--- src/rtl/dbg_stall_pkg.sv ---
// Shared constants and types for the debug stall register unit.
// Assumes an 8-bit data bus. The bit positions are what software decodes.
package dbg_stall_pkg;
    localparam int DATA_W     = 8;
    // First control/status byte
    localparam int C1_STEP_EN = 6;
    localparam int C1_STEPF   = 5;
    localparam int C1_RSTF    = 4;
    localparam int C1_BRW     = 3;
    localparam int C1_BP2F    = 2;
    localparam int C1_BP1F    = 1;
    // Second control/status byte
    localparam int C2_SW_EN   = 5;
    localparam int C2_SWF     = 4;
    localparam int C2_STALL   = 3;
    localparam int C2_FLUSH   = 0;

    // Sticky stall-cause flags
    typedef struct packed {
        logic step;
        logic rst;
        logic bp2;
        logic bp1;
        logic sw;
    } dbg_flags_t;
endpackage

--- src/rtl/dbg_stall_core.sv ---
// Stall bit, sticky cause flags and breakpoint read/write indicator.
// Assumes events are one-cycle levels. All events are ignored while the
// debug link is inactive. A set event beats a stall-clear write.
module dbg_stall_core
    import dbg_stall_pkg::*;
(
    input  logic       clk,
    input  logic       rst_n,
    input  logic       link_active,
    input  logic       step_en,
    input  logic       swbrk_en,
    input  logic       ev_step_done,
    input  logic       ev_bp1,
    input  logic       ev_bp2,
    input  logic       ev_bp_is_read,
    input  logic       ev_swbrk_fetch,
    input  logic       ev_trap,
    input  logic       ev_reset_stall,
    input  logic       stall_wr,
    input  logic       stall_wr_val,
    output logic       stall_q,
    output dbg_flags_t flags_q,
    output logic       brw_q
);
    dbg_flags_t hit;
    logic       any_set;
    logic       stall_d;
    logic       release_s;

    // Qualify each event by link mode and its enable
    always_comb begin
        hit.step = link_active & ev_step_done & step_en;
        hit.rst  = link_active & ev_reset_stall;
        hit.bp2  = link_active & ev_bp2;
        hit.bp1  = link_active & ev_bp1;
        hit.sw   = link_active & ev_swbrk_fetch & swbrk_en;
        any_set  = (|hit) | (link_active & ev_trap);
    end

    // Next stall value: link off forces 0, events beat writes
    always_comb begin
        if (!link_active)  stall_d = 1'b0;
        else if (any_set)  stall_d = 1'b1;
        else if (stall_wr) stall_d = stall_wr_val;
        else               stall_d = stall_q;
        release_s = stall_q & ~stall_d;
    end

    // Stall, flag and read/write indicator registers
    always_ff @(posedge clk) begin
        if (!rst_n) begin
            stall_q <= 1'b0;
            flags_q <= '{step: 1'b0, rst: 1'b1, bp2: 1'b0, bp1: 1'b0, sw: 1'b0};
            brw_q   <= 1'b0;
        end else begin
            stall_q <= stall_d;
            flags_q <= hit | (flags_q & {$bits(dbg_flags_t){~release_s}});
            if (hit.bp1 | hit.bp2) brw_q <= ev_bp_is_read;
        end
    end
endmodule

--- src/rtl/dbg_flush_ctrl.sv ---
// Decode-flush request: set by software, cleared by the flush-done input.
// Assumes a set in the same cycle as done wins, so no request is lost.
module dbg_flush_ctrl (
    input  logic clk,
    input  logic rst_n,
    input  logic set_req,
    input  logic done,
    output logic flush_q
);
    // Request register with set priority
    always_ff @(posedge clk) begin
        if (!rst_n)       flush_q <= 1'b0;
        else if (set_req) flush_q <= 1'b1;
        else if (done)    flush_q <= 1'b0;
    end
endmodule

--- src/rtl/dbg_freeze_gate.sv ---
// Per-function freeze lines. A function freezes while the core is stalled
// and its enable bit is 0. Purely combinational.
module dbg_freeze_gate #(
    parameter int NFUNC = 8
) (
    input  logic             stall,
    input  logic [NFUNC-1:0] fn_en,
    output logic [NFUNC-1:0] freeze
);
    for (genvar i = 0; i < NFUNC; i++) begin : g_fn
        // One gate per peripheral function
        assign freeze[i] = stall & ~fn_en[i];
    end
endmodule

--- src/rtl/dbg_stall_regs.sv ---
// Top of the debug stall register unit: address decode, writable
// configuration bits, read mux and the sub-blocks. Assumes single-cycle
// writes and combinational reads. NFUNC must not exceed the data width.
module dbg_stall_regs
    import dbg_stall_pkg::*;
#(
    parameter int              ADDR_W    = 16,
    parameter logic [ADDR_W-1:0] BASE_ADDR = 16'h7F98,
    parameter int              NFUNC     = 8
) (
    input  logic              clk,
    input  logic              rst_n,
    input  logic [ADDR_W-1:0] bus_addr,
    input  logic [7:0]        bus_wdata,
    input  logic              bus_we,
    output logic [7:0]        bus_rdata,
    input  logic              link_active,
    input  logic              ev_step_done,
    input  logic              ev_bp1,
    input  logic              ev_bp2,
    input  logic              ev_bp_is_read,
    input  logic              ev_swbrk_fetch,
    input  logic              ev_trap,
    input  logic              ev_reset_stall,
    input  logic              flush_done,
    output logic              cpu_stall,
    output logic              flush_req,
    output logic              step_en,
    output logic              swbrk_en,
    output logic [NFUNC-1:0]  freeze
);
    localparam logic [ADDR_W-1:0] A_CSR1 = BASE_ADDR;
    localparam logic [ADDR_W-1:0] A_CSR2 = BASE_ADDR + ADDR_W'(1);
    localparam logic [ADDR_W-1:0] A_FEN  = BASE_ADDR + ADDR_W'(2);

    logic             wr_csr1, wr_csr2, wr_fen;
    logic             step_en_q, swbrk_en_q;
    logic [NFUNC-1:0] fn_en_q;
    logic             stall_q, brw_q, flush_q;
    dbg_flags_t       flags_q;
    logic [7:0]       csr1_v, csr2_v, fen_v;

    // Write strobes per register
    always_comb begin
        wr_csr1 = bus_we && (bus_addr == A_CSR1);
        wr_csr2 = bus_we && (bus_addr == A_CSR2);
        wr_fen  = bus_we && (bus_addr == A_FEN);
    end

    // Software-owned configuration bits
    always_ff @(posedge clk) begin
        if (!rst_n) begin
            step_en_q  <= 1'b0;
            swbrk_en_q <= 1'b0;
            fn_en_q    <= '1;
        end else begin
            if (wr_csr1) step_en_q  <= bus_wdata[C1_STEP_EN];
            if (wr_csr2) swbrk_en_q <= bus_wdata[C2_SW_EN];
            if (wr_fen)  fn_en_q    <= bus_wdata[NFUNC-1:0];
        end
    end

    dbg_stall_core u_core (
        .clk            (clk),
        .rst_n          (rst_n),
        .link_active    (link_active),
        .step_en        (step_en_q),
        .swbrk_en       (swbrk_en_q),
        .ev_step_done   (ev_step_done),
        .ev_bp1         (ev_bp1),
        .ev_bp2         (ev_bp2),
        .ev_bp_is_read  (ev_bp_is_read),
        .ev_swbrk_fetch (ev_swbrk_fetch),
        .ev_trap        (ev_trap),
        .ev_reset_stall (ev_reset_stall),
        .stall_wr       (wr_csr2),
        .stall_wr_val   (bus_wdata[C2_STALL]),
        .stall_q        (stall_q),
        .flags_q        (flags_q),
        .brw_q          (brw_q)
    );

    dbg_flush_ctrl u_flush (
        .clk     (clk),
        .rst_n   (rst_n),
        .set_req (wr_csr2 & bus_wdata[C2_FLUSH]),
        .done    (flush_done),
        .flush_q (flush_q)
    );

    dbg_freeze_gate #(.NFUNC(NFUNC)) u_freeze (
        .stall  (stall_q),
        .fn_en  (fn_en_q),
        .freeze (freeze)
    );

    // Assemble register images
    always_comb begin
        csr1_v = '0;
        csr1_v[C1_STEP_EN] = step_en_q;
        csr1_v[C1_STEPF]   = flags_q.step;
        csr1_v[C1_RSTF]    = flags_q.rst;
        csr1_v[C1_BRW]     = brw_q;
        csr1_v[C1_BP2F]    = flags_q.bp2;
        csr1_v[C1_BP1F]    = flags_q.bp1;
        csr2_v = '0;
        csr2_v[C2_SW_EN]   = swbrk_en_q;
        csr2_v[C2_SWF]     = flags_q.sw;
        csr2_v[C2_STALL]   = stall_q;
        csr2_v[C2_FLUSH]   = flush_q;
        fen_v = '0;
        fen_v[NFUNC-1:0]   = fn_en_q;
    end

    // Read mux; unmapped addresses read zero
    always_comb begin
        if (bus_addr == A_CSR1)      bus_rdata = csr1_v;
        else if (bus_addr == A_CSR2) bus_rdata = csr2_v;
        else if (bus_addr == A_FEN)  bus_rdata = fen_v;
        else                         bus_rdata = '0;
    end

    assign cpu_stall = stall_q;
    assign flush_req = flush_q;
    assign step_en   = step_en_q;
    assign swbrk_en  = swbrk_en_q;
endmodule

--- config.mk ---
export PLATFORM = sky130hd
export DESIGN_NAME = dbg_stall_regs
export DESIGN_NICKNAME = d
export VERILOG_FILES = /design/src/rtl/dbg_stall_pkg.sv /design/src/rtl/dbg_stall_core.sv /design/src/rtl/dbg_flush_ctrl.sv /design/src/rtl/dbg_freeze_gate.sv /design/src/rtl/dbg_stall_regs.sv
export SDC_FILE = /design/constraint.sdc
export NUM_CORES = 1
export LEC_CHECK = 0
export BUFFER_PORTS_ARGS = -buffer_cell sky130_fd_sc_hd__buf_2
export CORE_ASPECT_RATIO = 1.2
export CORE_UTILIZATION = 47
export CTS_CLUSTER_SIZE = 20
export DETAILED_ROUTE_END_ITERATION = 10
export PLACE_DENSITY = 0.86
export SYNTH_ARGS = -nofsm -noshare
export SYNTH_HDL_FRONTEND = slang
export SYNTH_SLANG_ARGS = --single-unit
--- constraint.sdc ---
create_clock -name clk -period 3 [get_ports clk]
set_clock_uncertainty 0.05 [all_clocks]
set_input_delay 0.15 -clock clk [delete_from_list [all_inputs] [get_ports clk]]
set_output_delay 0.15 -clock clk [all_outputs]
set_load 0.005 [all_outputs]
==> tab_implementation.tex, run 1 <==
\begin{tabular}{lr}
\hline
Metric & Value \\
\hline
\multicolumn{2}{l}{\textbf{STA}} \\
Sum of negative setup slack & 0 ns \\
Tightest Pin Transition & 0.543 ns \\
Final setup fails & 0 \\
Unrepaired setup endpoints after global routing & false \\
Maximum clock frequency & between 500 and 600 MHz \\
Crit share post-route & 59.9\% \\
Fin crit period & 1.80 ns \\
Final count of pins violating max slew & 0 \\
Relative slew slack & 63.8\% \\
Final hold viol count & 0 \\
\multicolumn{2}{l}{\textbf{Clock network}} \\
Clock slew seen by the registers of the worst setup and hold paths & 0.10 ns \\
Maximum clock insertion buffer count & 2 \\
Post-cts gate resize count & 0 \\
Post-CTS setup buffer count & 0 \\
TritonCTS clock tree & done \\
Depth of the CTS H-tree & 1 \\
Sinks on the clock net & 18 \\
Number of buffers created by CTS & 3 \\
Hold-fix buffers, CTS & 0 \\
Root Buffer & sky130\_fd\_sc\_hd\_\_clkbuf\_4 \\
Clock latency of the later-clocked register in the worst-skew pair & 0.28 ns \\
\multicolumn{2}{l}{\textbf{Die}} \\
Area inside the core boundary & just over 2000 um\^{}2 \\
Die boundary width & 44.9 um \\
Chip Height & 53.5 um \\
Starting utilization of the core area & 50.1\% \\
Top-level I/O count & 56 \\
Total die area & 2400 um\^{}2 \\
Floorplan row count & 18 \\
\multicolumn{2}{l}{\textbf{Setup path}} \\
Maximum fanout count along the critical path & 15 \\
Path type of the worst setup path & in2out \\
Required time worst endpoint & roughly 2.8 ns \\
Worst EP arrival & 1.60 ns \\
Startpoint kind of the worst setup timing path & input port \\
Worst setup EP type & primary output \\
\multicolumn{2}{l}{\textbf{Yosys}} \\
Area leader, netlist & sky130\_fd\_sc\_hd\_\_dfxtp\_1 \\
Cell count after synthesis & approximately 130 \\
Number of distinct standard cells referenced by the synthesized netlist & 29 \\
Register area share after synthesis & approximately a third \\
Average size of a mapped cell & approximately 7.8 um\^{}2 \\
Flip-flop and latch count after synthesis & 18 \\
Top post-synthesis cells by area & sky130\_fd\_sc\_hd\_\_dfxtp\_1, sky130\_fd\_sc\_hd\_\_nand3\_1, sky130\_fd\_sc\_hd\_\_mux2i\_1, sky130\_fd\_sc\_hd\_\_nor2\_1, sky130\_fd\_sc\_hd\_\_o21ai\_0 \\
Area share of the largest cell type after synthesis & about a third \\
Post-Syn Nets & 169 \\
Mapped cell area & 1040 um\^{}2 \\
Syn. warnings & 0 \\
\multicolumn{2}{l}{\textbf{Flow run}} \\
Number of max-cap violations & 0 \\
\multicolumn{2}{l}{\textbf{Layout}} \\
Core Util, Final & 65.3\% \\
Final-layout fill cell count & around 190 \\
Count of inserted antenna diode cells & 0 \\
Area of the multi-input gates & 634 um\^{}2 \\
Area growth, synth to finish & 30.2\% \\
Proportion of layout cells with a drive suffix above 1 & between 30\% and 40\% \\
Final std cells w/o fill & 213 \\
Post-layout net count & between 200 and 250 \\
Combined flip-flop and latch cell area & roughly 360 um\^{}2 \\
\multicolumn{2}{l}{\textbf{Drt}} \\
Final wirelength & 2.95 mm \\
Antenna-violating nets left & 0 \\
Vias after detailed routing & roughly 1200 \\
Total iterations of the first detailed-routing run & 4 \\
DRT iter0 DRCs & between 50 and 60 \\
Average via count per standard cell & approximately 5.8 \\
Detailed-route wire length per cell & $\sim$14 um \\
Drt drc & 0 \\
\multicolumn{2}{l}{\textbf{GRT}} \\
Overall global routing resource usage & between 20\% and 30\% \\
Wire length of the first global-routing pass & 4.64 mm \\
Number of global-route vias before repair & 1168 \\
Total grt overflow & 0 \\
Largest net degree at the start of global routing & 18 \\
Number of antenna violations at the first check in global routing & 0 \\
\multicolumn{2}{l}{\textbf{Pwr}} \\
P per Cell Area & 324 nW/um\^{}2 \\
Highest ir drop seen on vdd & approximately 0.00024 V \\
Leakage & 0.596 nW \\
Total power & 0.000438 W \\
\multicolumn{2}{l}{\textbf{Run status}} \\
Status & finished clean \\
\multicolumn{2}{l}{\textbf{Place}} \\
Cell count after placement & between 200 and 250 \\
Buffers on Ports & 55 \\
Global placer's final weighted congestion & 0.853 \\
Final HPWL from detailed placement & 2.24 mm \\
\multicolumn{2}{l}{\textbf{Min path}} \\
Worst hold-check path type & in2reg \\
\hline
\end{tabular}
[power by group]
group / internal, W / total (W) / switching (W)
clock: 0.0000466 / 0.000117 / 0.0000705
combinational: 0.0000330 / 0.0000733 / 0.0000404
sequential: 0.000244 / 0.000248 / 0.00000406
total: 0.000323 / 0.000438 / 0.000115
[layout make-up]
cell class                 instances  share of cell area, %
inverter                           2                  0.555
timing repair buffer              57                   21.5
sequential                        18                   26.6
clock buffer                       3                   1.67
tap                               30                   2.78
multi-input combinational        103                   46.9
[state kept, by name, indices dropped and copies added (netlist names)]
register,cells
step_en,1
u_core.flags_q,5
swbrk_en,1
fen_v,8
u_flush.flush_q,1
u_core.stall_q,1
u_core.brw_q,1
[kinds of logic (layout without fill, tap and decap cells)]
| logic type | Yosys count | count (layout) | share of synthesized area (%) |
|---|---|---|---|
| AND/OR/NAND/NOR | 65 | 65 | 32.9 |
| AO/OA/AOI/OAI | 30 | 30 | 19.9 |
| flip-flops | 18 | 18 | 34.7 |
| buffers and inverters | 12 | 62 | 4.82 |
| multiplexers | 8 | 8 | 7.71 |
[per-stage QoR]
stage / hold WS, ns / cell area [um^2] / worst slack, ns
floorplan: 0.242 / 1040 / 1.44
global placement: 0.336 / 1330 / 1.05
detailed placement: 0.345 / 1330 / 0.965
CTS: 0.0394 / 1350 / 1.18
global route: 0.0457 / 1350 / 1.11
finish: 0.0469 / 1350 / 1.20
[critical path, stage by stage]
cell and delay [ns]:
sky130_fd_sc_hd__buf_2 0.09, sky130_fd_sc_hd__nand4b_1 0.20, sky130_fd_sc_hd__or4_1 0.81, sky130_fd_sc_hd__nor2_1 0.20, sky130_fd_sc_hd__buf_2 0.13
[metal layers]
layer | vias to the layer above | GRT usage [%] | wire length (um)
met4 | 0 | 14.6 | 57
li1 | 588 | - | -
met2 | 65 | 51.5 | 1590
met5 | - | 0 | 0
met3 | 6 | 4.78 | 170
met1 | 583 | 25.9 | 1130
[cell usage in the layout (no fill, tap or decap), types with 2 or more instances in the layout]
cell                       Yosys  layout
sky130_fd_sc_hd__a21oi_1       5       5
sky130_fd_sc_hd__a22oi_1       5       5
sky130_fd_sc_hd__a32oi_1       2       2
sky130_fd_sc_hd__buf_2         4      55
sky130_fd_sc_hd__buf_4         0       2
sky130_fd_sc_hd__clkbuf_4      0       3
sky130_fd_sc_hd__dfxtp_1      18      18
sky130_fd_sc_hd__inv_1         2       2
sky130_fd_sc_hd__mux2i_1       8       8
sky130_fd_sc_hd__nand2_1       7       7
sky130_fd_sc_hd__nand2b_1      3       3
sky130_fd_sc_hd__nand3_1      20      20
sky130_fd_sc_hd__nand4_1       3       3
sky130_fd_sc_hd__nor2_1       20      20
sky130_fd_sc_hd__nor2b_1       2       2
sky130_fd_sc_hd__o21ai_0      10      10
sky130_fd_sc_hd__o22ai_1       4       4
sky130_fd_sc_hd__or2_2         2       2
[Yosys cell counts]
| master | instances |
|---|---|
| sky130_fd_sc_hd__nand4_1 | 3 |
| sky130_fd_sc_hd__o21ai_0 | 10 |
| sky130_fd_sc_hd__and4_1 | 1 |
| sky130_fd_sc_hd__nand2_1 | 7 |
| sky130_fd_sc_hd__nand4b_1 | 1 |
| sky130_fd_sc_hd__and2_0 | 1 |
| sky130_fd_sc_hd__o211ai_1 | 1 |
| sky130_fd_sc_hd__a22oi_1 | 5 |
| sky130_fd_sc_hd__nand2b_1 | 3 |
| sky130_fd_sc_hd__clkbuf_1 | 6 |
| sky130_fd_sc_hd__inv_1 | 2 |
| sky130_fd_sc_hd__nand4bb_1 | 1 |
| sky130_fd_sc_hd__nor4b_4 | 1 |
| sky130_fd_sc_hd__or2_2 | 2 |
| sky130_fd_sc_hd__o22ai_1 | 4 |
| sky130_fd_sc_hd__o311a_1 | 1 |
| sky130_fd_sc_hd__nor3_1 | 1 |
| sky130_fd_sc_hd__buf_2 | 4 |
| sky130_fd_sc_hd__a21oi_1 | 5 |
| sky130_fd_sc_hd__mux2i_1 | 8 |
| sky130_fd_sc_hd__nand3_1 | 20 |
| sky130_fd_sc_hd__nor4_1 | 1 |
| sky130_fd_sc_hd__or4_1 | 1 |
| sky130_fd_sc_hd__nor2_1 | 20 |
| sky130_fd_sc_hd__a31oi_1 | 1 |
| sky130_fd_sc_hd__a2111oi_4 | 1 |
| sky130_fd_sc_hd__nor2b_1 | 2 |
| sky130_fd_sc_hd__dfxtp_1 | 18 |
| sky130_fd_sc_hd__a32oi_1 | 2 |
[final timing paths]
check	startpoint	to	slack, ns	depth (start not counted)
setup / recovery	bus_addr[6]	bus_rdata[4]	1.20	5
hold / removal	bus_wdata[4]	fen_v[4]	0.05	3
setup reg to reg	swbrk_en	u_core.flags_q[3]	1.47	4
hold reg to reg	u_flush.flush_q	u_flush.flush_q	0.45	2
Note: power is estimated with default switching activity, not from simulation.
==> inputs of run 2 (changes only) <==
--- a/config.mk
+++ b/config.mk
@@ -7,10 +7,10 @@
 export LEC_CHECK = 0
 export BUFFER_PORTS_ARGS = -buffer_cell sky130_fd_sc_hd__buf_2
 export CORE_ASPECT_RATIO = 1.2
-export CORE_UTILIZATION = 47
+export CORE_UTILIZATION = 44
 export CTS_CLUSTER_SIZE = 20
 export DETAILED_ROUTE_END_ITERATION = 10
-export PLACE_DENSITY = 0.86
+export PLACE_DENSITY = 0.82
 export SYNTH_ARGS = -nofsm -noshare
 export SYNTH_HDL_FRONTEND = slang
 export SYNTH_SLANG_ARGS = --single-unit
==> constraint.sdc (replaced) <==
create_clock -name clk -period 1.85 [get_ports clk]
set_clock_uncertainty 0.05 [all_clocks]
set_input_delay 0.0925 -clock clk [delete_from_list [all_inputs] [get_ports clk]]
set_output_delay 0.0925 -clock clk [all_outputs]
set_load 0.005 [all_outputs]
==> run 2 against run 1 <==
Effect of this change:
- power up 65%
- sequential share of layout area decreased by 1.5 points
- register-to-register slack worse by 1.1 ns
==> tab_implementation.tex, run 2 (synthesis gave the netlist of run 1 again) <==
\begin{tabular}{lr}
\hline
Metric & Value \\
\hline
\multicolumn{2}{l}{\textbf{Clock network}} \\
Root Buffer & sky130\_fd\_sc\_hd\_\_clkbuf\_4 \\
Maximum clock insertion buffer count & 2 \\
Depth of the CTS H-tree & 1 \\
Post-cts gate resize count & 0 \\
Clock latency of the later-clocked register in the worst-skew pair & about 0.28 ns \\
Number of buffers created by CTS & 3 \\
Clock slew seen by the registers of the worst setup and hold paths & 0.10 ns \\
Sinks on the clock net & 18 \\
TritonCTS clock tree & done \\
Post-CTS setup buffer count & 0 \\
\multicolumn{2}{l}{\textbf{Min path}} \\
Worst Hold Launch & ev\_bp\_is\_read \\
Worst hold-check path type & in2reg \\
Hold worst-path end & u\_core.brw\_q \\
Cell count of the worst hold path & 3 \\
\multicolumn{2}{l}{\textbf{STA}} \\
Final hold viol count & 0 \\
Fin crit period & $\sim$1.7 ns \\
Final count of pins violating max slew & 0 \\
Crit share post-route & 90.5\% \\
Tightest Pin Transition & approximately 0.44 ns \\
Relative slew slack & 70.7\% \\
Maximum clock frequency & 597 MHz \\
Sum of negative setup slack & 0 ns \\
Final setup fails & 0 \\
Unrepaired setup endpoints after global routing & false \\
\multicolumn{2}{l}{\textbf{Setup path}} \\
Worst reg2reg startpoint & swbrk\_en \\
Worst setup EP type & primary output \\
Worst EP arrival & approximately 1.5 ns \\
Slack of the worst reg-to-reg path & 0.33 ns \\
Startpoint kind of the worst setup timing path & input port \\
Number of cell instances on the worst register-to-register path & 4 \\
Terminus of the critical flop-to-flop path & u\_core.flags\_q[3] \\
Maximum fanout count along the critical path & 7 \\
Path type of the worst setup path & in2out \\
Required time worst endpoint & roughly 1.7 ns \\
\multicolumn{2}{l}{\textbf{Drt}} \\
Antenna-violating nets left & 0 \\
Drt drc & 0 \\
DRT iter0 DRCs & 46 \\
Average via count per standard cell & 5.60 \\
Wire length on met1 & between 1 and 1.5 mm \\
Total iterations of the first detailed-routing run & 4 \\
Met2 Routed Length & 1.62 mm \\
Vias after detailed routing & about 1200 \\
Routed length on met3 & 173 um \\
Final wirelength & between 3 and 4 mm \\
Detailed-route wire length per cell & 13.9 um \\
Highest metal layer with signal wires & met4 \\
\multicolumn{2}{l}{\textbf{GRT}} \\
Number of antenna violations at the first check in global routing & 0 \\
Wire length of the first global-routing pass & 4.80 mm \\
Overall global routing resource usage & 25.1\% \\
Total grt overflow & 0 \\
Number of global-route vias before repair & about 1200 \\
Largest net degree at the start of global routing & 18 \\
\multicolumn{2}{l}{\textbf{Die}} \\
Area inside the core boundary & 2140 um\^{}2 \\
Chip Height & $\sim$55 um \\
Starting utilization of the core area & between 40 and 50\% \\
Floorplan row count & 18 \\
Top-level I/O count & 56 \\
Total die area & roughly 2600 um\^{}2 \\
Die boundary width & 46.4 um \\
\multicolumn{2}{l}{\textbf{Layout}} \\
Max reg flops & 8 \\
Commonest non-fill, non-tap cells in the layout & sky130\_fd\_sc\_hd\_\_buf\_2, sky130\_fd\_sc\_hd\_\_nor2\_1, sky130\_fd\_sc\_hd\_\_nand3\_1 \\
Proportion of layout cells with a drive suffix above 1 & 35.4\% \\
Post-layout net count & 230 \\
Most common library cell in the layout ignoring fill and taps & sky130\_fd\_sc\_hd\_\_buf\_2 \\
Area growth, synth to finish & 38.2\% \\
Count of inserted antenna diode cells & 0 \\
\multicolumn{2}{l}{\textbf{Flow run}} \\
Number of max-cap violations & 0 \\
\multicolumn{2}{l}{\textbf{Run status}} \\
Status & finished clean \\
\multicolumn{2}{l}{\textbf{Pwr}} \\
Total power & 0.000725 W \\
Highest ir drop seen on vdd & about 0.00037 V \\
Leakage & 0.633 nW \\
P per Cell Area & 505 nW/um\^{}2 \\
\multicolumn{2}{l}{\textbf{Place}} \\
Global placer's final weighted congestion & 0.873 \\
Buffers on Ports & 55 \\
Final HPWL from detailed placement & $\sim$2.3 mm \\
\hline
\end{tabular}
[run 2: cell types whose count changed in the layout (fill, tap and decap cells not counted)]
cell	change
sky130_fd_sc_hd__dlygate4sd3_1	+6
sky130_fd_sc_hd__buf_4	+3
[run 2: worst max path at each step]
stage                     start                end  slack (ns)  depth (start not counted)
detailed placement  bus_addr[6]  u_core.flags_q[3]        0.07                          5
global placement    bus_addr[6]  u_core.flags_q[3]        0.11                          5
CTS                 bus_addr[6]       bus_rdata[4]        0.17                          6
global route        bus_addr[6]       bus_rdata[4]        0.11                          6
floorplan           bus_addr[6]  u_core.flags_q[3]        0.35                          5
finish              bus_addr[6]       bus_rdata[4]        0.18                          6
[run 2: layout make-up]
cell class	count	area, um^2
Sequential cell	18	360
Timing Repair Buffer	66	373
Clock buffer	3	22.5
Inverter	2	7.51
Multi-Input combinational cell	103	634
Fill cell	191	704
Tap cell	30	37.5
[run 2: critical path, stage by stage]
cell                       delay [ns]
sky130_fd_sc_hd__buf_2           0.09
sky130_fd_sc_hd__nand4b_1        0.16
sky130_fd_sc_hd__or4_1           0.71
sky130_fd_sc_hd__buf_4           0.23
sky130_fd_sc_hd__nor2_1          0.12
sky130_fd_sc_hd__buf_2           0.12
[run 2: power breakdown]
part	switching [W]	total, W	leakage (nW)	internal [W]
Sequential	0.00000699	0.000402	0.146	0.000395
Combinational	0.0000671	0.000129	0.473	0.0000623
Clock	0.000118	0.000193	0.0138	0.0000755
[run 2: through the flow]
step / area (um^2) / hold slack [ns] / cells / worst slack (ns) / utilization, %
2_1_floorplan: 1040 / 0.185 / 133 / 0.348 / -
3_3_place_gp: 1350 / 0.278 / 213 / 0.106 / 63.2
3_5_place_dp: 1350 / 0.282 / 213 / 0.0738 / 63.2
4_1_cts: 1440 / 0.00517 / 222 / 0.174 / 67.1
5_1_grt: 1440 / 0.0125 / 222 / 0.111 / 67.1
6_report: 1440 / 0.00282 / 222 / 0.176 / 67.1
[run 2: what timing repair did]
item,in CTS,in global routing
endpoints found under the setup margin,0,0
hold endpoints to repair,6,0
hold buffers,6,0
[run 2: layer usage]
| layer | up-vias | GRT usage, % |
|---|---|---|
| li1 | 609 | - |
| met3 | 4 | 3.27 |
| met2 | 66 | 41.1 |
| met1 | 564 | 28.5 |
| met5 | - | 0 |
| met4 | 0 | 16.8 |
==> inputs of run 3 (changes only) <==
--- a/config.mk
+++ b/config.mk
@@ -5,10 +5,11 @@
 export SDC_FILE = /design/constraint.sdc
 export NUM_CORES = 1
 export LEC_CHECK = 0
+export ABC_AREA = 1
 export BUFFER_PORTS_ARGS = -buffer_cell sky130_fd_sc_hd__buf_2
 export CORE_ASPECT_RATIO = 1.2
 export CORE_UTILIZATION = 44
-export CTS_CLUSTER_SIZE = 20
+export CTS_CLUSTER_SIZE = 25
 export DETAILED_ROUTE_END_ITERATION = 10
 export PLACE_DENSITY = 0.82
 export SYNTH_ARGS = -nofsm -noshare
==> run 3 against run 2 <==
Effect of this change:
- core utilization shrank 2.2 points
- setup slack better by 0.19 ns
- highest routed layer unchanged
- register-to-register slack improved by 0.32 ns
- sequential share of layout area fell by 0.51 points
- synthesized area is 0.72% higher
- fmax up 13%
- worst hold slack better by 0.00097 ns
- largest power group unchanged
- critical path depth rose by 7
- combinational power decreased by 14%
- clock-buffer cell count grew 1
==> tab_implementation.tex, run 3 <==
\begin{tabular}{lr}
\hline
Metric & Value \\
\hline
\multicolumn{2}{l}{\textbf{Drt}} \\
DRT iter0 DRCs & 26 \\
Antenna-violating nets left & 0 \\
Drt drc & 0 \\
Vias after detailed routing & 1267 \\
Final wirelength & 2.85 mm \\
Average via count per standard cell & 4.89 \\
Total iterations of the first detailed-routing run & 4 \\
Detailed-route wire length per cell & approximately 11 um \\
\multicolumn{2}{l}{\textbf{Die}} \\
Total die area & 2580 um\^{}2 \\
Starting utilization of the core area & between 40\% and 50\% \\
Top-level I/O count & 56 \\
Floorplan row count & 19 \\
Chip Height & 55.4 um \\
Die boundary width & 46.5 um \\
Area inside the core boundary & between 2000 and 2500 um\^{}2 \\
\multicolumn{2}{l}{\textbf{GRT}} \\
Global routing met3 resource utilization & 2.29\% \\
Most Crowded Layer GR & met2 \\
Met2 demand-to-capacity share in global routing & 39.7\% \\
Number of global-route vias before repair & 1088 \\
Total grt overflow & 0 \\
Met1 track demand over resource in global routing & 28.0\% \\
Wire length of the first global-routing pass & about 4.5 mm \\
Largest net degree at the start of global routing & 15 \\
Number of antenna violations at the first check in global routing & 0 \\
Overall global routing resource usage & 23.3\% \\
\multicolumn{2}{l}{\textbf{Setup path}} \\
Worst reg2reg startpoint & step\_en \\
Critical path's most frequent cell & sky130\_fd\_sc\_hd\_\_nand2\_1 \\
Worst setup EP type & primary output \\
Cell-by-cell listing of the critical path & buf\_2 > inv\_1 > nand2\_1 > nor2\_1 > nand2\_2 > inv\_1 > nand2\_1 > inv\_2 > nand2\_1 > nand2\_1 > inv\_1 > o21ai\_1 > buf\_2 \\
Maximum fanout count along the critical path & 13 \\
Worst Setup SP & bus\_addr[15] \\
Path type of the worst setup path & in2out \\
CP max stage delay & 0.19 ns \\
Number of cell instances on the worst register-to-register path & 8 \\
Slack of the worst reg-to-reg path & 0.65 ns \\
Required time worst endpoint & around 1.7 ns \\
Critical Path End & bus\_rdata[4] \\
Terminus of the critical flop-to-flop path & u\_core.flags\_q[3] \\
Worst EP arrival & approximately 1.3 ns \\
Startpoint kind of the worst setup timing path & input port \\
Worst-path cell with the longest stage delay & sky130\_fd\_sc\_hd\_\_inv\_2 \\
\multicolumn{2}{l}{\textbf{STA}} \\
Setup slack of the critical path after layout & 0.371 ns \\
Tightest Pin Transition & between 0.2 and 0.3 ns \\
Final hold viol count & 0 \\
Final count of pins violating max slew & 0 \\
Sum of negative setup slack & 0 ns \\
Hold WS & $\sim$0.0038 ns \\
Relative slew slack & 82.6\% \\
Unrepaired setup endpoints after global routing & false \\
Crit share post-route & 80.0\% \\
Fin crit period & 1.48 ns \\
Maximum clock frequency & 676 MHz \\
Final setup fails & 0 \\
\multicolumn{2}{l}{\textbf{Flow run}} \\
Number of max-cap violations & 0 \\
\multicolumn{2}{l}{\textbf{Yosys}} \\
Most used DFF post-synth & sky130\_fd\_sc\_hd\_\_dfxtp\_1 \\
Most instantiated library cell after synthesis & sky130\_fd\_sc\_hd\_\_nand2\_1 \\
Commonest cells in the synthesized netlist & sky130\_fd\_sc\_hd\_\_nand2\_1, sky130\_fd\_sc\_hd\_\_nand3\_1, sky130\_fd\_sc\_hd\_\_inv\_1, sky130\_fd\_sc\_hd\_\_dfxtp\_1, sky130\_fd\_sc\_hd\_\_nor2\_1 \\
Flip-flop and latch count after synthesis & 18 \\
Top post-synthesis cells by area & sky130\_fd\_sc\_hd\_\_dfxtp\_1, sky130\_fd\_sc\_hd\_\_nand2\_1, sky130\_fd\_sc\_hd\_\_nand3\_1, sky130\_fd\_sc\_hd\_\_inv\_1, sky130\_fd\_sc\_hd\_\_nor2\_1 \\
Register area share after synthesis & 34.4\% \\
Post-Syn Nets & 199 \\
Average size of a mapped cell & 6.42 um\^{}2 \\
Number of flops mapped to enable cells by yosys & 0 \\
Cell count after synthesis & 163 \\
Area share of the largest cell type after synthesis & 34.4\% \\
Async S/R FF share, synth & 0\% \\
Syn. warnings & 0 \\
Number of distinct standard cells referenced by the synthesized netlist & 21 \\
Mapped cell area & $\sim$1000 um\^{}2 \\
Area leader, netlist & sky130\_fd\_sc\_hd\_\_dfxtp\_1 \\
\multicolumn{2}{l}{\textbf{Clock network}} \\
Root Buffer & sky130\_fd\_sc\_hd\_\_clkbuf\_4 \\
TritonCTS clock tree & done \\
Post-CTS setup buffer count & 0 \\
Number of buffers created by CTS & 3 \\
Maximum clock insertion buffer count & 2 \\
Clock latency of the later-clocked register in the worst-skew pair & 0.29 ns \\
Depth of the CTS H-tree & 1 \\
Sinks on the clock net & 18 \\
Clock slew seen by the registers of the worst setup and hold paths & around 0.10 ns \\
\multicolumn{2}{l}{\textbf{Layout}} \\
Count of inserted antenna diode cells & 0 \\
Post-layout net count & $\sim$270 \\
Most common library cell in the layout ignoring fill and taps & sky130\_fd\_sc\_hd\_\_buf\_2 \\
Max reg flops & 8 \\
Final-layout fill cell count & around 210 \\
Final std cells w/o fill & 259 \\
Core Util, Final & 64.9\% \\
Proportion of layout cells with a drive suffix above 1 & between 30\% and 40\% \\
Area growth, synth to finish & 40.1\% \\
Commonest non-fill, non-tap cells in the layout & sky130\_fd\_sc\_hd\_\_buf\_2, sky130\_fd\_sc\_hd\_\_nand2\_1, sky130\_fd\_sc\_hd\_\_nand3\_1 \\
\multicolumn{2}{l}{\textbf{Place}} \\
Cell count after placement & between 200 and 250 \\
Final HPWL from detailed placement & about 2.1 mm \\
Post-placement setup slack & 0.351 ns \\
Buffers on Ports & 55 \\
Global placer's final weighted congestion & between 0.8 and 0.9 \\
\multicolumn{2}{l}{\textbf{Min path}} \\
Worst hold-check path type & in2reg \\
\multicolumn{2}{l}{\textbf{Pwr}} \\
Leakage & 0.797 nW \\
Highest ir drop seen on vdd & between 0.0004 and 0.0005 V \\
P per Cell Area & between 500 and 600 nW/um\^{}2 \\
\multicolumn{2}{l}{\textbf{Run status}} \\
Status & finished clean \\
\hline
\end{tabular}
## run 3: cell types whose count changed in the layout (fill, tap and decap cells not counted), moves of 4 or more
| cell | previous run | this run |
|---|---|---|
| sky130_fd_sc_hd__buf_4 | 5 | 1 |
| sky130_fd_sc_hd__mux2i_1 | 8 | 0 |
| sky130_fd_sc_hd__o22ai_1 | 4 | 0 |
| sky130_fd_sc_hd__a21oi_1 | 5 | 9 |
| sky130_fd_sc_hd__a22oi_1 | 5 | 0 |
| sky130_fd_sc_hd__nand3_1 | 20 | 25 |
| sky130_fd_sc_hd__inv_1 | 2 | 19 |
| sky130_fd_sc_hd__nand2_1 | 7 | 42 |
| sky130_fd_sc_hd__nand2_2 | 0 | 6 |
## run 3: logic make-up (layout without fill, tap and decap cells)
family	count (synthesis)	count (layout)	share of synthesized area [%]
AOI/OAI and AO/OA	20	20	9.81
and+or+nand+nor	101	101	46.4
buffers and inverters	24	89	9.33
DFF	18	18	34.5
## run 3: final cells by class
class                           instances  area, um^2  share of cell area (%)
Tap cell                               31        38.8                    2.65
Timing Repair Buffer                   64         363                    24.8
Sequential cell                        18         360                    24.6
Inverter                               21        78.8                    5.38
Multi-Input combinational cell        121         588                    40.1
Clock buffer                            4        36.3                    2.48
## run 3: worst min-delay path by stage
stage,from,end,cells past startpoint
finish,bus_wdata[0],fen_v[0],3
global route,bus_wdata[0],fen_v[0],3
CTS,bus_wdata[0],fen_v[0],3
detailed placement,bus_wdata[2],fen_v[2],3
global placement,flush_done,u_flush.flush_q,4
floorplan,link_active,u_core.flags_q[3],2
## run 3: metal layers
layer	up-vias	routed length [um]	share of wire [%]
li1	653	-	-
met1	565	1180	41
met2	45	1470	52
met3	4	149	5.2
met4	0	44	1.5
met5	-	0	0
## run 3: worst max-delay path, delay by kind of cell
| family | cells | cell delay [ns] |
|---|---|---|
| simple gates | 6 | 0.54 |
| buf+inv | 6 | 0.61 |
| compound gates | 1 | 0.11 |
## run 3: through the flow
stage / instance area [um^2] / power (W)
CTS: 1470 / 0.000754
global route: 1470 / 0.000782
detailed placement: 1350 / 0.000505
floorplan: 1050 / 0.000452
global placement: 1350 / 0.000503
finish: 1470 / 0.000755
## run 3: timing repair
item,CTS,global route
endpoints found under the hold margin,8,0
hold buffers,8,0
resized for setup,0,0
## run 3: where the power goes
group	switching, W	total (W)	internal (W)
sequential	0.00000508	0.000399	0.000394
clock	0.000125	0.000245	0.000120
combinational	0.0000580	0.000111	0.0000533
